`src/rtl/gyro_seq_pkg.sv`:
```
package gyro_seq_pkg;

    typedef enum logic [3:0] {
        S_HOLD_LONG,
        S_TX_SELF,
        S_RX_SELF,
        S_HOLD_A,
        S_TX_P1,
        S_RX_P1,
        S_HOLD_B,
        S_TX_P2,
        S_RX_P2,
        S_TX_P3,
        S_RX_P3,
        S_TX_FLT,
        S_RX_FLT,
        S_READY,
        S_FAILED
    } seq_state_e;

    typedef enum logic [1:0] {
        ERR_NONE  = 2'd0,
        ERR_RESP  = 2'd1,
        ERR_FAULT = 2'd2,
        ERR_LINK  = 2'd3
    } err_code_e;

    typedef struct packed {
        seq_state_e st;
        err_code_e  code;
        logic       warn;
    } seq_regs_t;

    localparam logic [31:0] POLL_WORD    = 32'h2000_0000;
    localparam logic [31:0] CHK_BIT      = 32'h0000_0002;
    localparam logic [31:0] PAR_BIT      = 32'h0000_0001;
    localparam logic [31:0] RD_WORD      = 32'h8000_0000;
    localparam int          ADDR_POS     = 17;
    localparam logic [7:0]  FAULT_PAIR   = 8'h0A;

    // Register read frame: opcode, pair address, then bit 0 set so the
    // total number of ones in the frame is odd.
    function automatic logic [31:0] reg_read_frame(input logic [7:0] addr);
        logic [31:0] w;
        w = RD_WORD | (32'(addr) << ADDR_POS);
        if (^w == 1'b0) begin
            w = w | PAR_BIT;
        end
        return w;
    endfunction

endpackage

```
`src/rtl/ms_delay_timer.sv`:
```
module ms_delay_timer #(
    parameter int W        = 7,
    parameter int RST_LOAD = 100
) (
    input  logic         clk,
    input  logic         rst_n,
    input  logic         load_i,
    input  logic [W-1:0] load_val_i,
    input  logic         tick_i,
    output logic         expired_o
);

    logic [W-1:0] cnt_q;
    logic [W-1:0] cnt_d;

    always_comb begin
        cnt_d = cnt_q;
        if (load_i) begin
            cnt_d = load_val_i;
        end else if (tick_i && (cnt_q != '0)) begin
            cnt_d = cnt_q - 1'b1;
        end
    end

    always_ff @(posedge clk or negedge rst_n) begin
        if (!rst_n) begin
            cnt_q <= W'(RST_LOAD);
        end else begin
            cnt_q <= cnt_d;
        end
    end

    assign expired_o = (cnt_q == '0);

    AST_TIMER_NO_WRAP: assert property (@(posedge clk) disable iff (!rst_n)
        (!load_i && (cnt_q == '0)) |=> (cnt_q == '0));
    AST_TIMER_HOLDS: assert property (@(posedge clk) disable iff (!rst_n)
        (!load_i && !tick_i) |=> $stable(cnt_q));

endmodule

```
`src/rtl/gyro_resp_check.sv`:
```
module gyro_resp_check #(
    parameter int FAULT_LSB  = 5,
    parameter int FAULT_BITS = 12
) (
    input  logic [31:0] rx_i,
    output logic        selfchk_ok_o,
    output logic        poll_ok_o,
    output logic        fault_o
);

    localparam int FAULT_MSB = FAULT_LSB + FAULT_BITS - 1;

    logic low_ok;
    logic stat_ok;

    // bit 0 of the low byte is don't-care for the poll pattern
    assign low_ok       = ((rx_i[7:0] | 8'h01) == 8'hFF);
    assign stat_ok      = (rx_i[27:26] == 2'b10);
    assign poll_ok_o    = low_ok && stat_ok;
    assign selfchk_ok_o = (rx_i == 32'h0000_0001);
    assign fault_o      = |rx_i[FAULT_MSB:FAULT_LSB];

endmodule

```
`src/rtl/gyro_powerup_seq.sv`:
```
module gyro_powerup_seq
    import gyro_seq_pkg::*;
#(
    parameter int LONG_MS  = 100,
    parameter int SHORT_MS = 50
) (
    input  logic        clk,
    input  logic        rst_n,
    input  logic        start_i,
    input  logic        ms_tick_i,
    output logic        cmd_start_o,
    output logic        cmd_kind_o,
    output logic [31:0] cmd_word_o,
    input  logic        cmd_done_i,
    input  logic        cmd_err_i,
    input  logic [31:0] cmd_rx_i,
    output logic        ready_o,
    output logic        error_o,
    output logic [1:0]  err_code_o,
    output logic        warn_o
);

    localparam int MAX_MS = (LONG_MS > SHORT_MS) ? LONG_MS : SHORT_MS;
    localparam int TW     = $clog2(MAX_MS + 1);
    localparam logic [31:0] SELF_WORD  = POLL_WORD | CHK_BIT | PAR_BIT;
    localparam logic [31:0] FAULT_WORD = reg_read_frame(FAULT_PAIR);

    seq_regs_t r_q;
    seq_regs_t r_d;

    logic          arm;
    logic [TW-1:0] arm_val;
    logic          expired;
    logic          selfchk_ok;
    logic          poll_ok;
    logic          fault_set;
    logic          rx_wait;

    ms_delay_timer #(
        .W        (TW),
        .RST_LOAD (LONG_MS)
    ) u_timer (
        .clk        (clk),
        .rst_n      (rst_n),
        .load_i     (arm),
        .load_val_i (arm_val),
        .tick_i     (ms_tick_i),
        .expired_o  (expired)
    );

    gyro_resp_check #(
        .FAULT_LSB  (5),
        .FAULT_BITS (12)
    ) u_check (
        .rx_i         (cmd_rx_i),
        .selfchk_ok_o (selfchk_ok),
        .poll_ok_o    (poll_ok),
        .fault_o      (fault_set)
    );

    assign rx_wait = (r_q.st == S_RX_SELF) || (r_q.st == S_RX_P1) ||
                     (r_q.st == S_RX_P2)   || (r_q.st == S_RX_P3) ||
                     (r_q.st == S_RX_FLT);

    always_comb begin
        r_d     = r_q;
        arm     = 1'b0;
        arm_val = TW'(SHORT_MS);

        unique case (r_q.st)
            S_HOLD_LONG: if (expired) r_d.st = S_TX_SELF;
            S_TX_SELF:   r_d.st = S_RX_SELF;
            S_RX_SELF: begin
                if (cmd_done_i) begin
                    if (cmd_err_i) begin
                        r_d.st   = S_FAILED;
                        r_d.code = ERR_LINK;
                    end else begin
                        r_d.warn = r_q.warn | ~selfchk_ok;
                        r_d.st   = S_HOLD_A;
                        arm      = 1'b1;
                    end
                end
            end
            S_HOLD_A:    if (expired) r_d.st = S_TX_P1;
            S_TX_P1:     r_d.st = S_RX_P1;
            S_RX_P1: begin
                if (cmd_done_i) begin
                    if (cmd_err_i) begin
                        r_d.st   = S_FAILED;
                        r_d.code = ERR_LINK;
                    end else begin
                        r_d.st = S_HOLD_B;
                        arm    = 1'b1;
                    end
                end
            end
            S_HOLD_B:    if (expired) r_d.st = S_TX_P2;
            S_TX_P2:     r_d.st = S_RX_P2;
            S_RX_P2: begin
                if (cmd_done_i) begin
                    if (cmd_err_i) begin
                        r_d.st   = S_FAILED;
                        r_d.code = ERR_LINK;
                    end else if (!poll_ok) begin
                        r_d.st   = S_FAILED;
                        r_d.code = ERR_RESP;
                    end else begin
                        r_d.st = S_TX_P3;
                    end
                end
            end
            S_TX_P3:     r_d.st = S_RX_P3;
            S_RX_P3: begin
                if (cmd_done_i) begin
                    if (cmd_err_i) begin
                        r_d.st   = S_FAILED;
                        r_d.code = ERR_LINK;
                    end else if (!poll_ok) begin
                        r_d.st   = S_FAILED;
                        r_d.code = ERR_RESP;
                    end else begin
                        r_d.st = S_TX_FLT;
                    end
                end
            end
            S_TX_FLT:    r_d.st = S_RX_FLT;
            S_RX_FLT: begin
                if (cmd_done_i) begin
                    if (cmd_err_i) begin
                        r_d.st   = S_FAILED;
                        r_d.code = ERR_LINK;
                    end else if (fault_set) begin
                        r_d.st   = S_FAILED;
                        r_d.code = ERR_FAULT;
                    end else begin
                        r_d.st = S_READY;
                    end
                end
            end
            S_READY:     r_d.st = S_READY;
            S_FAILED:    r_d.st = S_FAILED;
            default:     r_d.st = S_FAILED;
        endcase

        if (start_i) begin
            r_d.st   = S_HOLD_LONG;
            r_d.code = ERR_NONE;
            r_d.warn = 1'b0;
            arm      = 1'b1;
            arm_val  = TW'(LONG_MS);
        end
    end

    always_ff @(posedge clk or negedge rst_n) begin
        if (!rst_n) begin
            r_q.st   <= S_HOLD_LONG;
            r_q.code <= ERR_NONE;
            r_q.warn <= 1'b0;
        end else begin
            r_q <= r_d;
        end
    end

    always_comb begin
        cmd_start_o = 1'b0;
        cmd_kind_o  = 1'b0;
        cmd_word_o  = '0;
        unique case (r_q.st)
            S_TX_SELF: begin
                cmd_start_o = 1'b1;
                cmd_word_o  = SELF_WORD;
            end
            S_TX_P1, S_TX_P2, S_TX_P3: begin
                cmd_start_o = 1'b1;
                cmd_word_o  = POLL_WORD;
            end
            S_TX_FLT: begin
                cmd_start_o = 1'b1;
                cmd_kind_o  = 1'b1;
                cmd_word_o  = FAULT_WORD;
            end
            default: ;
        endcase
    end

    assign ready_o    = (r_q.st == S_READY);
    assign error_o    = (r_q.st == S_FAILED);
    assign err_code_o = r_q.code;
    assign warn_o     = r_q.warn;

    AST_READY_ERR_EXCL: assert property (@(posedge clk) disable iff (!rst_n)
        !(ready_o && error_o));
    AST_QUIET_AFTER_END: assert property (@(posedge clk) disable iff (!rst_n)
        ((ready_o || error_o) && !start_i) |=> (!cmd_start_o && (ready_o || error_o)));
    AST_LINK_ERR: assert property (@(posedge clk) disable iff (!rst_n)
        (rx_wait && cmd_done_i && cmd_err_i && !start_i) |=> (error_o && err_code_o == 2'd3));
    AST_RESTART_CLEARS: assert property (@(posedge clk) disable iff (!rst_n)
        start_i |=> (!ready_o && !error_o && !warn_o && err_code_o == 2'd0 && !cmd_start_o));
    AST_ERR_HAS_CODE: assert property (@(posedge clk) disable iff (!rst_n)
        error_o |-> (err_code_o != 2'd0));
    AST_READY_NO_CODE: assert property (@(posedge clk) disable iff (!rst_n)
        ready_o |-> (err_code_o == 2'd0));
    AST_WARN_STICKY: assert property (@(posedge clk) disable iff (!rst_n)
        (warn_o && !start_i) |=> warn_o);

endmodule

```
`config.mk`:
```
export PLATFORM = sky130hd
export DESIGN_NAME = gyro_powerup_seq
export DESIGN_NICKNAME = d
export VERILOG_FILES = /design/src/rtl/gyro_seq_pkg.sv /design/src/rtl/ms_delay_timer.sv /design/src/rtl/gyro_resp_check.sv /design/src/rtl/gyro_powerup_seq.sv
export SDC_FILE = /design/constraint.sdc
export NUM_CORES = 1
export LEC_CHECK = 0
export ABC_CLOCK_PERIOD_IN_PS = 4800
export BUFFER_PORTS_ARGS = -buffer_cell sky130_fd_sc_hd__buf_2
export CAP_MARGIN = 20
export CORE_ASPECT_RATIO = 1.4
export CORE_MARGIN = 5
export CORE_UTILIZATION = 45
export CTS_CLUSTER_DIAMETER = 50
export DETAILED_ROUTE_END_ITERATION = 8
export PLACE_DENSITY = 0.79
export SLEW_MARGIN = 20
export SYNTH_ARGS = -nofsm -noshare
export SYNTH_HDL_FRONTEND = slang
export SYNTH_HIERARCHICAL = 1
export SYNTH_SLANG_ARGS = --single-unit
```
`constraint.sdc`:
```
create_clock -name clk -period 4.8 [get_ports clk]
set_clock_uncertainty 0.1 [all_clocks]
set_input_delay 1.44 -clock clk [delete_from_list [all_inputs] [get_ports clk]]
set_output_delay 1.44 -clock clk [all_outputs]
set_load 0.01 [all_outputs]
```
==> impl_metrics.csv, run 1 <==
group,metric,value,unit
outcome,outcome,"completed",
run,maxCapViolCount,0,
placement,place_area,1630,µm²
drt,wire_per_inst,13.7,µm
die,start_util,45.8,%
logic_synthesis,syn_area,1520,µm²
logic_synthesis,synth.mux.area_fraction,0.659,%
sta,finalCritPeriodShare,70.2,%
drt,drc,0,
cts,cts_made_buffers,3,
drt,wl_met1,1470,µm
logic_synthesis,synth_ff_type,"dfrtp_1",
cts,htree_levels,1,
cts,insertion_delay,0.25,ns
grt,first_global_vias,1394,
die,num_rows,25,
drt,first_pass_iters,4,
placement,routabilityCongestion,0.886,
setup_path,worstPathArrival,1.83,ns
drt,top_layer,"met4",
drt,vias,1458,
sta,finalHoldViolCount,0,
sta,slew_headroom,55.6,%
cts,cts.repair.resized,0,
pwr,vdd_drop_max,0.194,mV
finish,fin_nets,271,
die,die-area,4650,µm²
placement,portBuffers,50,
setup_path,setup.worst_path.start_class,"register",
finish,area_growth,10.8,%
finish,seq_area,354,µm²
sta,rsz0062_at_grt,"no",
setup_path,required,3.26,ns
logic_synthesis,ys_seq_area_share,23.3,%
sta,finalSetupViolCount,0,
sta,post-route-min-period,3.37,ns
drt,route.met2.wl,1920,µm
logic_synthesis,syn_inst,192,
setup_path,r2r-start,"u_timer/cnt_q[1]",
die,chipWidth,59.1,µm
die,pin_count,77,
cts,cts_sinks,14,
grt,overflow,0,
logic_synthesis,synth-simple-area-share,31.9,%
worst_hold_path,whs_path_depth,2,
sta,setup_tns,0,ns
pwr,p_leak,0.779,nW
setup_path,path_max_fanout,18,
grt,groute.usage.overall,16.2,%
grt,antenna_found_initial,0,
pwr,p_per_area,373,nW/µm²
die,die-height,78.7,µm
logic_synthesis,synth_edf_count,0,
setup_path,r2r_slack,2.29,ns
logic_synthesis,ys_seq_elements,14,
finish,drive_gt1_share,28.6,%
grt,grt_pass1_wl,6040,µm
logic_synthesis,yosys_warnings,6,
worst_hold_path,hold_class,"register to register",
logic_synthesis,synth-async-reset-ratio,100,%
finish,multi_input_area,951,µm²
die,coreArea,3320,µm²
drt,initialDrtViolationCount,30,
cts,cts_setup_buffers,0,
finish,antenna_cells,0,
worst_hold_path,hp-start,"warn_o",
cts,cts_tree,"built",
logic_synthesis,yosys.cell_types.count,54,
sta,tightest_slew,0.666,ns
sta,drv_slew,0,
logic_synthesis,synth_top_family_by_area,"simple AND/OR/NAND/NOR gates",
logic_synthesis,yosys.area_share.adder,0.824,%
setup_path,path_class,"register to primary output",
worst_hold_path,min_to,"warn_o",
drt,routed-wl-met3,279,µm
drt,avgViaCountPerCell,5.38,
logic_synthesis,synthXorXnorAreaFrac,0,%
placement,post-dp-hpwl,2870,µm
sta,fin_hold_ws,0.407,ns
setup_path,rr_endpoint,"r_q[3]",
cts,cts_hold_buffers,0,
drt,drtAntennaViolNets,0,
cts,clock-root-buffer,"clkbuf_8",
logic_synthesis,synth_area_per_cell,7.91,µm²
sta,max_freq,0.297,GHz
logic_synthesis,synth-compound-area-share,22.1,%
setup_path,cp-end-kind,"primary output",
cts,path_clk_slew,0.06,ns
cts,clock_path_buffers,2,
finish,final_area,1680,µm²
finish,fillers,334,
drt,wl,3720,µm
grt,grt_max_degree,23,
setup_path,r2r.worst_path.cells,9,
-- worst max-delay path, cell delays in order (launching register included) --
cell      delay [ns]
dfrtp_1         0.66
nand2b_4        0.28
nand2_1         0.08
or2_2           0.31
o31ai_1         0.07
buf_2           0.18
-- routing by layer --
layer / global-route usage [%] / up-vias
met1: 18.1 / 663
met4: 6.58 / 0
li1: - / 728
met3: 2.60 / 5
met2: 29.3 / 62
met5: 0 / -
-- metrics by stage --
stage	std cells	total power [mW]	utilization, %	setup WS, ns
2_1_floorplan	219	0.467	-	1.80
3_3_place_gp	267	0.506	49.1	1.56
3_5_place_dp	267	0.508	49.1	1.52
4_1_cts	271	0.627	50.8	1.44
5_1_grt	271	0.677	50.8	1.31
6_report	271	0.627	50.8	1.43
-- registers in the layout, summed over array words and instances, names as in the netlist --
signal and cells:
err_code_o 2, r_q 4, u_timer/cnt_q 7, warn_o 1
-- cells in the final DEF, fill, tap and decap left out, drive strengths merged, types with 4 or more instances in the layout --
cell	instances
buf	50
conb	29
nor2	17
nand2	13
nor4	12
dfrtp	11
a21oi	8
inv	6
nor2b	6
nand3	6
nand2b	6
nor3	5
o21ai	4
o31ai	4
nand4	4
clkbuf	4
-- report_power, final --
part / internal, mW / switching, mW
combinational: 0.129 / 0.157
sequential: 0.150 / 0.0740
clock: 0.0728 / 0.0439
-- how the worst max path moves through the flow --
| stage | startpoint | to | slack (ns) |
|---|---|---|---|
| after floorplan | cmd_rx_i[9] | err_code_o[0] | 1.80 |
| after global placement | cmd_rx_i[5] | err_code_o[0] | 1.56 |
| after detailed placement | cmd_rx_i[5] | err_code_o[0] | 1.52 |
| after CTS | r_q[4] | cmd_start_o | 1.44 |
| after global routing | r_q[4] | cmd_start_o | 1.31 |
| final | r_q[4] | cmd_start_o | 1.43 |
-- layout make-up --
class | instances | share of cell area (%)
timing repair buffer | 50 | 14.9
tap | 40 | 2.97
sequential | 14 | 21.0
clock buffer | 4 | 3.27
multi-input combinational | 157 | 56.5
inverter | 6 | 1.34
-- cell usage after synthesis (all sizes together), types with 2 or more instances --
cell type,instances,area [µm²]
inv,6,22.5
nor3,5,25.0
o31ai,4,30.0
or3,2,12.5
nor3b,3,22.5
or2,2,12.5
dfstp,3,78.8
a311o,2,20.0
nand3,6,30.0
conb,2,7.51
nand2b,6,45.0
nor4,12,100
a31oi,2,12.5
o211ai,2,15.0
nand4,4,25.0
nand2,13,48.8
o21a,3,22.5
o32ai,2,17.5
o21ai,4,20.0
clkbuf,5,18.8
o311ai,2,35.0
o41ai,2,17.5
buf,37,274
dfrtp,11,275
nor2,17,63.8
nor2b,6,37.5
a21oi,8,40.0
-- cell families (layout without fill, tap and decap cells) --
family,count (synthesis),count (layout)
AND/OR/NAND/NOR,83,83
buffers and inverters,48,60
AO/OA/AOI/OAI,43,43
flip-flops,14,14
other,2,29
adder cells (fa/ha/maj),1,1
multiplexers,1,1
Note: power is estimated with default switching activity, not from simulation.
==> run 2, diff against run 1 <==
--- a/config.mk
+++ b/config.mk
@@ -5,7 +5,7 @@
 export SDC_FILE = /design/constraint.sdc
 export NUM_CORES = 1
 export LEC_CHECK = 0
-export ABC_CLOCK_PERIOD_IN_PS = 4800
+export ABC_CLOCK_PERIOD_IN_PS = 3500
 export BUFFER_PORTS_ARGS = -buffer_cell sky130_fd_sc_hd__buf_2
 export CAP_MARGIN = 20
 export CORE_ASPECT_RATIO = 1.4
==> constraint.sdc (replaced) <==
create_clock -name clk -period 3.5 [get_ports clk]
set_clock_uncertainty 0.1 [all_clocks]
set_input_delay 1.05 -clock clk [delete_from_list [all_inputs] [get_ports clk]]
set_output_delay 1.05 -clock clk [all_outputs]
set_load 0.01 [all_outputs]
==> impl_metrics.csv, run 2 (same netlist as run 1, synthesis figures left out) <==
group,metric,value,unit
outcome,outcome,"completed",
cts,clock-root-buffer,"clkbuf_8",
cts,insertion_delay,0.24,ns
finish,fillers,345,
finish,area_growth,12.1,%
setup_path,path_max_fanout,13,
finish,regMostFlops,"u_timer/cnt_q",
pwr,p_sw,0.382,mW
pwr,p_sw_share,44.1,%
cts,cts_hold_buffers,0,
run,maxCapViolCount,0,
sta,drv_slew,0,
pwr,p_comb_share,56.4,%
placement,routabilityCongestion,0.879,
finish,seq_area,354,µm²
grt,grt_pass1_wl,6170,µm
finish,drive_gt1_share,29.4,%
sta,finalSetupViolCount,0,
die,start_util,45.8,%
grt,grt_max_degree,22,
die,num_rows,25,
setup_path,worstPathArrival,1.57,ns
cts,cts_sinks,14,
sta,post-route-min-period,2.72,ns
pwr,p_leak,0.794,nW
cts,cts.repair.resized,0,
die,die-area,4650,µm²
setup_path,cp-end-kind,"primary output",
cts,cts_setup_buffers,0,
drt,wl,3750,µm
sta,finalHoldViolCount,0,
finish,mostFrequentLayoutCells,"buf_2, conb_1, nor2_1",
sta,setup_tns,0,ns
drt,top_layer,"met4",
placement,post-dp-hpwl,2940,µm
worst_hold_path,hold_class,"register to register",
cts,cts_tree,"built",
sta,slew_headroom,60.0,%
drt,drc,0,
drt,route.met2.wl,1970,µm
placement,portBuffers,50,
grt,first_global_vias,1441,
drt,first_pass_iters,4,
die,chipWidth,59.1,µm
sta,tightest_slew,0.595,ns
finish,fin_nets,275,
drt,wire_per_inst,13.6,µm
pwr,p_seq_share,27.6,%
drt,routed-wl-met3,341,µm
setup_path,path_class,"register to primary output",
cts,path_clk_slew,0.06,ns
die,coreArea,3320,µm²
die,die-height,78.7,µm
sta,setup_slack,0.778,ns
drt,avgViaCountPerCell,5.51,
finish,final_common_cell,"buf_2",
drt,wl_met1,1400,µm
sta,max_freq,0.367,GHz
sta,rsz0062_at_grt,"no",
grt,groute.usage.overall,16.1,%
pwr,vdd_drop_max,0.277,mV
grt,antenna_found_initial,0,
pwr,p_clk_share,16.0,%
finish,largest_reg_flops,7,
sta,finalCritPeriodShare,77.8,%
placement,pre_cts_ws,0.621,ns
drt,vias,1516,
cts,cts_made_buffers,3,
pwr,p_int,0.484,mW
finish,utilization,51.4,%
drt,drtAntennaViolNets,0,
drt,initialDrtViolationCount,60,
setup_path,required,2.35,ns
grt,overflow,0,
cts,htree_levels,1,
pwr,power,0.866,mW
die,pin_count,77,
finish,antenna_cells,0,
setup_path,setup.worst_path.start_class,"register",
pwr,p_per_area,509,nW/µm²
finish,multi_input_area,951,µm²
cts,clock_path_buffers,2,
==> run 2: cell types whose count changed in the layout (fill, tap and decap cells not counted) <==
cell / before / now
clkbuf_1: 0 / 1
buf_4: 0 / 4
clkbuf_8: 4 / 3
==> run 2: worst paths after layout <==
check                            startpoint               end  slack [ns]  cells after the start
max                                  r_q[3]       cmd_start_o        0.78                      6
min                                  warn_o            warn_o        0.40                      2
max reg2reg                u_timer/cnt_q[0]            r_q[3]        1.02                      9
min reg2reg                          warn_o            warn_o        0.40                      2
max in group asynchronous             rst_n  u_timer/cnt_q[2]        2.41                      1
min in group asynchronous             rst_n  u_timer/cnt_q[0]        0.60                      1
==> run 2: area by class of cell <==
type | instances | area share [%]
Sequential cell | 14 | 20.8
Clock buffer | 4 | 2.65
Inverter | 6 | 1.32
Tap cell | 40 | 2.94
Timing Repair Buffer | 54 | 16.5
Multi-Input combinational cell | 157 | 55.8
==> run 2: metal layers <==
| metal | GRT usage [%] | up-vias |
|---|---|---|
| li1 | - | 733 |
| met1 | 18.4 | 697 |
| met2 | 30.3 | 78 |
| met3 | 2.93 | 8 |
| met4 | 2.95 | 0 |
| met5 | 0 | - |
==> run 2: power by group through the flow <==
stage / clock network, mW / registers [mW] / logic (mW)
after CTS: 0.140 / 0.238 / 0.487
after floorplan: 0 / 0.239 / 0.402
after global routing: 0.147 / 0.245 / 0.543
final: 0.139 / 0.239 / 0.488
after detailed placement: 0 / 0.241 / 0.484
after global placement: 0 / 0.240 / 0.479
==> run 2: critical path: stages, from the launching register on <==
cell      delay (ns)
dfrtp_1         0.38
buf_4           0.19
nand2b_4        0.13
nand2_1         0.08
or2_2           0.31
o31ai_1         0.07
buf_2           0.17
==> run 2: per-stage QoR <==
stage / std cells / area (µm²) / hold WS, ns
global route: 275 / 1700 / 0.457
detailed placement: 271 / 1660 / 0.396
floorplan: 219 / 1620 / 0.378
global placement: 271 / 1660 / 0.391
CTS: 275 / 1700 / 0.406
finish: 275 / 1700 / 0.404
